## config.mk

```make
export PLATFORM = sky130hd
export DESIGN_NAME = dtap_trap_detect
export DESIGN_NICKNAME = d
export VERILOG_FILES = /design/src/rtl/dtap_pkg.sv /design/src/rtl/dtap_sync.sv /design/src/rtl/dtap_debounce.sv /design/src/rtl/dtap_gap_timer.sv /design/src/rtl/dtap_fsm.sv /design/src/rtl/dtap_trap_detect.sv
export SDC_FILE = /design/constraint.sdc
export NUM_CORES = 1
export LEC_CHECK = 0
export ABC_AREA = 1
export BUFFER_PORTS_ARGS = -buffer_cell sky130_fd_sc_hd__buf_2
export CAP_MARGIN = 20
export CORE_MARGIN = 8
export CORE_UTILIZATION = 40
export DETAILED_ROUTE_END_ITERATION = 7
export PLACE_DENSITY = 0.6
export SLEW_MARGIN = 0
export SYNTH_ARGS = -nofsm -noshare
export SYNTH_HDL_FRONTEND = slang
export SYNTH_SLANG_ARGS = --single-unit
```

## constraint.sdc

```tcl
create_clock -name clk -period 1.7 [get_ports clk]
set_input_delay 0.085 -clock clk [delete_from_list [all_inputs] [get_ports clk]]
set_output_delay 0.085 -clock clk [all_outputs]
set_load 0.01 [all_outputs]
```

## src/rtl/dtap_pkg.sv

```systemverilog
package dtap_pkg;
   typedef enum logic [1:0] {
      ST_IDLE  = 2'd0,
      ST_ARMED = 2'd1,
      ST_LOCK  = 2'd2
   } dtap_state_e;
endpackage

```

## src/rtl/dtap_sync.sv

```systemverilog
module dtap_sync #(
   parameter int  STAGES  = 2,
   parameter logic RST_VAL = 1'b1
) (
   input  logic clk,
   input  logic rst_n,
   input  logic d_in,
   output logic q_out
);
   logic [STAGES-1:0] chain;

   generate
      if (STAGES < 2) begin : g_bad_stages
         $error("dtap_sync: STAGES must be at least 2");
      end
      for (genvar s = 0; s < STAGES; s++) begin : g_stage
         if (s == 0) begin : g_first
            always_ff @(posedge clk or negedge rst_n) begin
               if (!rst_n) chain[0] <= RST_VAL;
               else        chain[0] <= d_in;
            end
         end else begin : g_next
            always_ff @(posedge clk or negedge rst_n) begin
               if (!rst_n) chain[s] <= RST_VAL;
               else        chain[s] <= chain[s-1];
            end
         end
      end
   endgenerate

   assign q_out = chain[STAGES-1];
endmodule

```

## src/rtl/dtap_debounce.sv

```systemverilog
module dtap_debounce #(
   parameter int HOLD_MS = 5
) (
   input  logic clk,
   input  logic rst_n,
   input  logic ms_tick,
   input  logic lvl_in,
   output logic lvl_out,
   output logic press
);
   generate
      if (HOLD_MS < 0) begin : g_bad_hold
         $error("dtap_debounce: HOLD_MS must not be negative");
      end
      if (HOLD_MS == 0) begin : g_bypass
         always_ff @(posedge clk or negedge rst_n) begin
            if (!rst_n) lvl_out <= 1'b0;
            else        lvl_out <= lvl_in;
         end
         assign press = lvl_in & ~lvl_out;
      end else begin : g_count
         localparam int DW = (HOLD_MS < 2) ? 1 : $clog2(HOLD_MS);
         localparam logic [DW-1:0] LAST = DW'(HOLD_MS - 1);
         logic [DW-1:0] cnt;
         logic          accept;

         assign accept = ms_tick && (lvl_in != lvl_out) && (cnt == LAST);
         assign press  = accept && lvl_in;

         always_ff @(posedge clk or negedge rst_n) begin
            if (!rst_n) begin
               lvl_out <= 1'b0;
               cnt     <= '0;
            end else if (lvl_in == lvl_out) begin
               cnt <= '0;
            end else if (accept) begin
               lvl_out <= lvl_in;
               cnt     <= '0;
            end else if (ms_tick) begin
               cnt <= cnt + 1'b1;
            end
         end
      end
   endgenerate
endmodule

```

## src/rtl/dtap_gap_timer.sv

```systemverilog
module dtap_gap_timer #(
   parameter int MAX_MS = 800,
   parameter int W      = $clog2(MAX_MS + 2)
) (
   input  logic         clk,
   input  logic         rst_n,
   input  logic         clear,
   input  logic         ms_tick,
   output logic [W-1:0] elapsed
);
   localparam logic [W-1:0] CEIL = W'(MAX_MS + 1);

   always_ff @(posedge clk or negedge rst_n) begin
      if (!rst_n)                          elapsed <= '0;
      else if (clear)                      elapsed <= '0;
      else if (ms_tick && elapsed != CEIL) elapsed <= elapsed + 1'b1;
   end
endmodule

```

## src/rtl/dtap_fsm.sv

```systemverilog
module dtap_fsm
   import dtap_pkg::*;
#(
   parameter int MIN_MS = 50,
   parameter int MAX_MS = 800,
   parameter int W      = $clog2(MAX_MS + 2)
) (
   input  logic         clk,
   input  logic         rst_n,
   input  logic         ms_tick,
   input  logic         press,
   input  logic         held,
   input  logic [W-1:0] elapsed,
   output logic         clear,
   output logic         trap_req,
   output logic         armed
);
   localparam logic [W:0] MIN_G = (W+1)'(MIN_MS);
   localparam logic [W:0] MAX_G = (W+1)'(MAX_MS);

   dtap_state_e state, nxt;
   logic [W:0]  gap_now;
   logic        fire;

   assign gap_now = {1'b0, elapsed} + (W+1)'(ms_tick);

   always_comb begin
      nxt   = state;
      clear = 1'b0;
      fire  = 1'b0;
      unique case (state)
         ST_IDLE: if (press) begin
            nxt   = ST_ARMED;
            clear = 1'b1;
         end
         ST_ARMED: begin
            if (press) begin
               if (gap_now > MAX_G) begin
                  clear = 1'b1;
               end else if (gap_now >= MIN_G) begin
                  fire = 1'b1;
                  nxt  = ST_LOCK;
               end
            end else if (gap_now > MAX_G) begin
               nxt = ST_IDLE;
            end
         end
         ST_LOCK: if (!held) nxt = ST_IDLE;
         default: nxt = ST_IDLE;
      endcase
   end

   always_ff @(posedge clk or negedge rst_n) begin
      if (!rst_n) begin
         state    <= ST_IDLE;
         trap_req <= 1'b0;
      end else begin
         state    <= nxt;
         trap_req <= fire;
      end
   end

   assign armed = (state == ST_ARMED);
endmodule

```

## src/rtl/dtap_trap_detect.sv

```systemverilog
module dtap_trap_detect #(
   parameter int SYNC_STAGES = 2,
   parameter int DEBOUNCE_MS = 5,
   parameter int MIN_GAP_MS  = 50,
   parameter int MAX_GAP_MS  = 800
) (
   input  logic clk,
   input  logic rst_n,
   input  logic key_n,
   input  logic ms_tick,
   output logic trap_req,
   output logic first_seen
);
   localparam int GW = $clog2(MAX_GAP_MS + 2);

   generate
      if (MIN_GAP_MS < 1 || MIN_GAP_MS > MAX_GAP_MS) begin : g_bad_window
         $error("dtap_trap_detect: need 1 <= MIN_GAP_MS <= MAX_GAP_MS");
      end
   endgenerate

   logic          key_sync_n;
   logic          deb_held;
   logic          deb_press;
   logic          gap_clear;
   logic [GW-1:0] gap_elapsed;

   dtap_sync #(.STAGES(SYNC_STAGES), .RST_VAL(1'b1)) u_sync (
      .clk   (clk),
      .rst_n (rst_n),
      .d_in  (key_n),
      .q_out (key_sync_n)
   );

   dtap_debounce #(.HOLD_MS(DEBOUNCE_MS)) u_deb (
      .clk     (clk),
      .rst_n   (rst_n),
      .ms_tick (ms_tick),
      .lvl_in  (~key_sync_n),
      .lvl_out (deb_held),
      .press   (deb_press)
   );

   dtap_gap_timer #(.MAX_MS(MAX_GAP_MS), .W(GW)) u_gap (
      .clk     (clk),
      .rst_n   (rst_n),
      .clear   (gap_clear),
      .ms_tick (ms_tick),
      .elapsed (gap_elapsed)
   );

   dtap_fsm #(.MIN_MS(MIN_GAP_MS), .MAX_MS(MAX_GAP_MS), .W(GW)) u_fsm (
      .clk      (clk),
      .rst_n    (rst_n),
      .ms_tick  (ms_tick),
      .press    (deb_press),
      .held     (deb_held),
      .elapsed  (gap_elapsed),
      .clear    (gap_clear),
      .trap_req (trap_req),
      .armed    (first_seen)
   );
endmodule

```

== Word-level counts from Yosys, hierarchy flattened ==
Cells that the tools add are included.

* Add/subtract/negate cells: 3
* $lt $le $gt $ge: 2
* Equality and inequality tests: 11
* Multiplexer cells: 20
* Reductions and logical operators: 9
* Bitwise gates (word level): 2

{| class="wikitable"
|+ Operators by type and width
! kind !! count
|-
| two-way mux 10 bit || 2
|-
| two-way mux 2 bit || 6
|-
| adder 10 x 1 -> 11 bit || 1
|-
| greater-or-equal comparator 11 x 6 -> 1 bit, second input constant || 1
|-
| greater-than comparator 11 x 10 -> 1 bit, second input constant || 1
|-
| adder 10 x 1 -> 10 bit, second input constant || 1
|-
| inequality test 10 bit, second input constant || 1
|-
| two-way mux 3 bit || 3
|-
| two-way mux 1 bit || 7
|-
| inequality test 3 x 1 -> 1 bit, second input constant || 2
|-
| one-hot mux 2 bit (3 select lines) || 1
|-
| AND reduction 5 bit || 1
|-
| logical AND 1 bit || 4
|-
| inequality test 2 bit, second input constant || 2
|-
| adder 3 x 1 -> 3 bit, second input constant || 1
|-
| equality test 3 bit, second input constant || 1
|-
| inequality test 3 bit, second input constant || 1
|-
| nonzero test 3 bit || 1
|-
| equality test 2 x 1 -> 1 bit, second input constant || 1
|-
| equality test 2 bit, second input constant || 1
|-
| zero test 2 bit || 1
|-
| inverter 1 bit || 2
|-
| one-hot mux 1 bit (2 select lines) || 1
|-
| AND reduction 2 bit || 1
|-
| other kinds (3) || 3
|}

* Bits of input ports: 4
* Flip-flop bits (word level): 19

== Logic depth before layout (Yosys ltp) ==
* Word-level depth: 8
* Depth in mapped cells: 17
* Mapped depth without buffers: 16

== Hierarchy ==
Synthesis repeated with hierarchy kept, for this count alone.

* Cell total of the unflattened synthesis: 227
* Area total of the unflattened synthesis: 1,471.4 um2

{| class="wikitable"
|+ Modules (own cells, without submodules)
! module !! cells an instance !! seq. area each (um2) !! instances !! area each (um2)
|-
| dtap_gap_timer || 92 || 250.2 || 1 || 644.4
|-
| dtap_fsm || 92 || 75.1 || 1 || 495.5
|-
| dtap_debounce || 40 || 100.1 || 1 || 275.3
|-
| dtap_sync || 2 || 52.6 || 1 || 52.6
|-
| dtap_trap_detect || 1 || 0.0 || 1 || 3.8
|}

== Least setup slack after synthesis ==
OpenSTA, ideal clock, no wires.

* Path kind: register -> register
* Start: register u_gap.elapsed[0]
* End: register u_fsm.state[0]
* Library setup time: 0.116 ns
* Arrival: 1.634 ns
* Data required time: 1.584 ns
* Setup slack: -0.050 ns
* Clock period less this slack: 1.750 ns
* Stages on the path, launching flop included: 16
* Path through: dfrtp_1 -> ha_1 -> clkdlybuf4s15_2 -> nand3_1 -> nand2_1 -> nand2_1 -> nor2_1 -> nand3_1 -> nand2_1 -> nand2_1 -> nand2_1 -> nand2_2 -> a21oi_1 -> nand2_1 -> nand2_1 -> nand2_1

* Cells in the longest elaborated chain, start to end: 4

{| class="wikitable"
|+ RTL lines
! what !! RTL line !! text
|-
| start, declared || dtap_gap_timer.sv:9 || <nowiki>output logic [W-1:0] elapsed</nowiki>
|-
| start signal, assigned || dtap_gap_timer.sv:16 || <nowiki>else if (ms_tick && elapsed != CEIL) elapsed <= elapsed + 1'b1;</nowiki>
|-
| adder 10 x 1 -> 11 bit * || dtap_fsm.sv:25 || <nowiki>assign gap_now = {1'b0, elapsed} + (W+1)'(ms_tick);</nowiki>
|-
| greater-than comparator 11 x 10 -> 1 bit or greater-or-equal comparator 11 x 6 -> 1 bit (tied branches) || dtap_fsm.sv:38, dtap_fsm.sv:44, dtap_fsm.sv:40 ||
|-
| inequality test 3 x 1 -> 1 bit (no source line) or inequality test 3 bit (tied branches) || - ||
|-
| AND reduction 5 bit (no source line) * || - ||
|-
| end signal, assigned || dtap_fsm.sv:58 || <nowiki>state <= nxt;</nowiki>
|-
| end, declared || dtap_fsm.sv:21 || <nowiki>dtap_state_e state, nxt;</nowiki>
|}

Mark *: on every way between the ends. The rest lies on a longest branch, timed or not.
A chain may end at the register's enable or synchronous reset.

== Worst setup path after layout ==
* Start: register u_gap.elapsed[0]
* End: register u_gap.elapsed[8]

* Cells in the longest elaborated chain, start to end: 6

{| class="wikitable"
|+ RTL lines
! what !! RTL line !! text
|-
| adder 10 x 1 -> 11 bit || dtap_fsm.sv:25 ||
|-
| greater-than comparator 11 x 10 -> 1 bit || dtap_fsm.sv:38 || <nowiki>if (gap_now > MAX_G) begin</nowiki>
|-
| two-way mux 1 bit || dtap_fsm.sv:38 ||
|-
| two-way mux 1 bit || dtap_fsm.sv:37 || <nowiki>if (press) begin</nowiki>
|-
| one-hot mux 1 bit (2 select lines) || dtap_fsm.sv:31 || <nowiki>unique case (state)</nowiki>
|-
| two-way mux 10 bit or nonzero test 2 bit (tied branches) || - ||
|}

Parallel ways exist; a longest one is shown, timed or not. The select of a mux whose other input is x is not followed.

==> out/metrics.cfg <==
[worst_setup_path]
endpoint_kind=register
path_max_fanout=4
critPathArrivalTime_ns=1.92
cp_data_required_time_ns=1.89
startpoint_type=register
setup.worst_path.class=register to register

[drt]
drc=0
ant_nets=0
vias_per_cell=4.71
vias=1215
post_drt_wl_per_cell_um=10.6
routed_wl_um=2730
first_pass_iters=4
drtIter0Drc=59

[sta]
final.setup.tns_ns=-0.144
tightest_slew_ns=0.432
whs_ns=0.242
finClkSkew_ns=0.00521
hold_viol=0
min_period_over_period_pct=102
timing.final.ws_setup_ns=-0.0342
fin_crit_ns=1.73
slew_viol_final=0
rsz0062_at_grt=yes
fmax_ghz=0.577
slew_headroom_pct=71.2
setup-violations-final=10

[die]
die_y_um=74.2
core_um2=3280
die_area_um2=5500
initial_core_util_pct=41.2
rows=21
die_width_um=74.2
pin_count=6

[clocking]
clock_path_buffers=2
clkSinkCount=19
clk_latency_ns=0.29
cts_tree=yes
cts_made_buffers=3
cts_root_buffer=clkbuf_4
ctsHtreeMaxLevel=1
clk_pin_slew_ns=0.11

[yosys]
ys_seq_area_share_pct=35.3
syn_area_per_cell_um2=7.09
yosysUniqueCellTypes=25
ys_ff_latch=19
synth_cells=191
synth_nets=201
syn-cell-area_um2=1350
ys_warn_count=0

[layout]
multi_input_area_um2=817
nNetsFinal=223
area_delta_synth_final_pct=20.9
final_util_pct=49.8
drive_gt1_share_pct=26.4
final_common_cell=nand2_1
ff_latch_area_um2=480
diodes=0
final_cell_mix=nand2_1, inv_1, nor2_1
nFillCells=324

[worst_hold_path]
hold_class=primary input to register

[power_and_ir_drop]
power_density_nw_per_um2=1160
vdd_drop_max_mv=0.727
cellLeakagePower_nw=0.836
power_w=0.00190

[grt]
globalRouteOverflowTotal=0
grt_max_degree=20
grt_pass1_vias=1184
grt_use_total_pct=11.0
grt_pass1_wl_um=4860
grt_antenna_before_repair=0

[run]
maxCapViolCount=0

[placement]
portBuffers=5
dpl.hpwl_um=2130
routabilityCongestion=0.827

[outcome]
status=finished, violations left
violations=setup timing

sequential cells by signal, indices dropped and copies added (netlist names):
signal,flops
u_deb.lvl_out,1
u_gap.elapsed,10
u_fsm.trap_req,1
u_fsm.state,2
u_sync.q_out,1
u_deb.g_count.cnt,3
u_sync.chain,1
stage by stage:
stage	cell area [um2]	setup WS, ns	cells
after floorplan	1350	0.0211	191
after global placement	1500	-0.0848	251
after detailed placement	1500	-0.130	251
after CTS	1590	-0.0526	257
after global routing	1640	-0.179	258
final	1640	-0.0342	258
metal layers:
metal | global-route usage, % | up-vias | routed length (um)
met5 | 0 | - | 0
met3 | 1.62 | 4 | 55
met4 | 3.55 | 0 | 39
met2 | 17.7 | 8 | 1250
met1 | 14.7 | 570 | 1380
li1 | - | 633 | -
power breakdown:
group	switching (W)	internal, W
logic	0.000536	0.000432
registers	0.000152	0.000559
clock network	0.000138	0.0000873
critical path, cell delays in order, from the launching register on:
cell     delay (ns)
dfrtp_2        0.48
ha_1           0.22
nand2_1        0.06
nor2_1         0.04
nand4_1        0.10
nand3_1        0.11
nor2_2         0.15
nand3_1        0.12
nor2_1         0.13
xor2_1         0.18
nor2_2         0.04
cell usage after synthesis (all sizes together):
cell | count | share of area, %
nand4 | 4 | 1.8
clkdlybuf4s15 | 1 | 0.83
o21ai | 6 | 2.5
a21oi | 2 | 1.0
inv | 25 | 6.9
nand2 | 57 | 17
and2 | 2 | 0.92
buf | 4 | 2.2
xor2 | 11 | 7.1
nand3 | 19 | 7.0
nor3 | 1 | 0.37
xnor2 | 2 | 1.3
ha | 6 | 5.5
dfstp | 2 | 3.9
dfrtp | 17 | 31
or2 | 1 | 0.46
nor2 | 31 | 9.7
cell families after synthesis:
family                     after synthesis  share of synthesized area [%]
and+or+nand+nor                        115                           37.2
AOI/OAI and AO/OA                        8                           3.51
DFF                                     19                           35.3
xor gates and xnor gates                13                           8.41
buffers and inverters                   30                           9.98
adders and majority gates                6                           5.55
repair_timing:
item                                    in CTS  in global routing
setup buffers                                0                  1
endpoints found under the setup margin      13                 13
hold endpoints to repair                    18                  0
gates resized for setup                      9                 16
pin swaps                                    1                  1
hold buffers                                 2                  0
final cells by class:
class                           instances  share of cell area (%)
Sequential cell                        19                    29.4
Timing Repair Buffer                   22                    9.63
Clock buffer                            3                    1.38
Multi-Input combinational cell        142                    49.9
Tap cell                               46                    3.52
Clock inverter                          1                   0.306
Inverter                               25                    5.89
worst paths after layout:
path | startpoint | end | slack [ns] | cells past startpoint
worst max register to register | u_gap.elapsed[0] | u_gap.elapsed[8] | -0.03 | 10
min in group asynchronous | rst_n | u_gap.elapsed[1] | 0.25 | 2
worst max-delay path | u_gap.elapsed[0] | u_gap.elapsed[8] | -0.03 | 10
worst min-delay path | ms_tick | u_deb.g_count.cnt[2] | 0.24 | 4
max in group asynchronous | rst_n | u_sync.q_out | 1.11 | 2
worst min register to register | u_sync.chain[0] | u_sync.q_out | 0.36 | 0
Note: power is estimated with default switching activity, not from simulation.
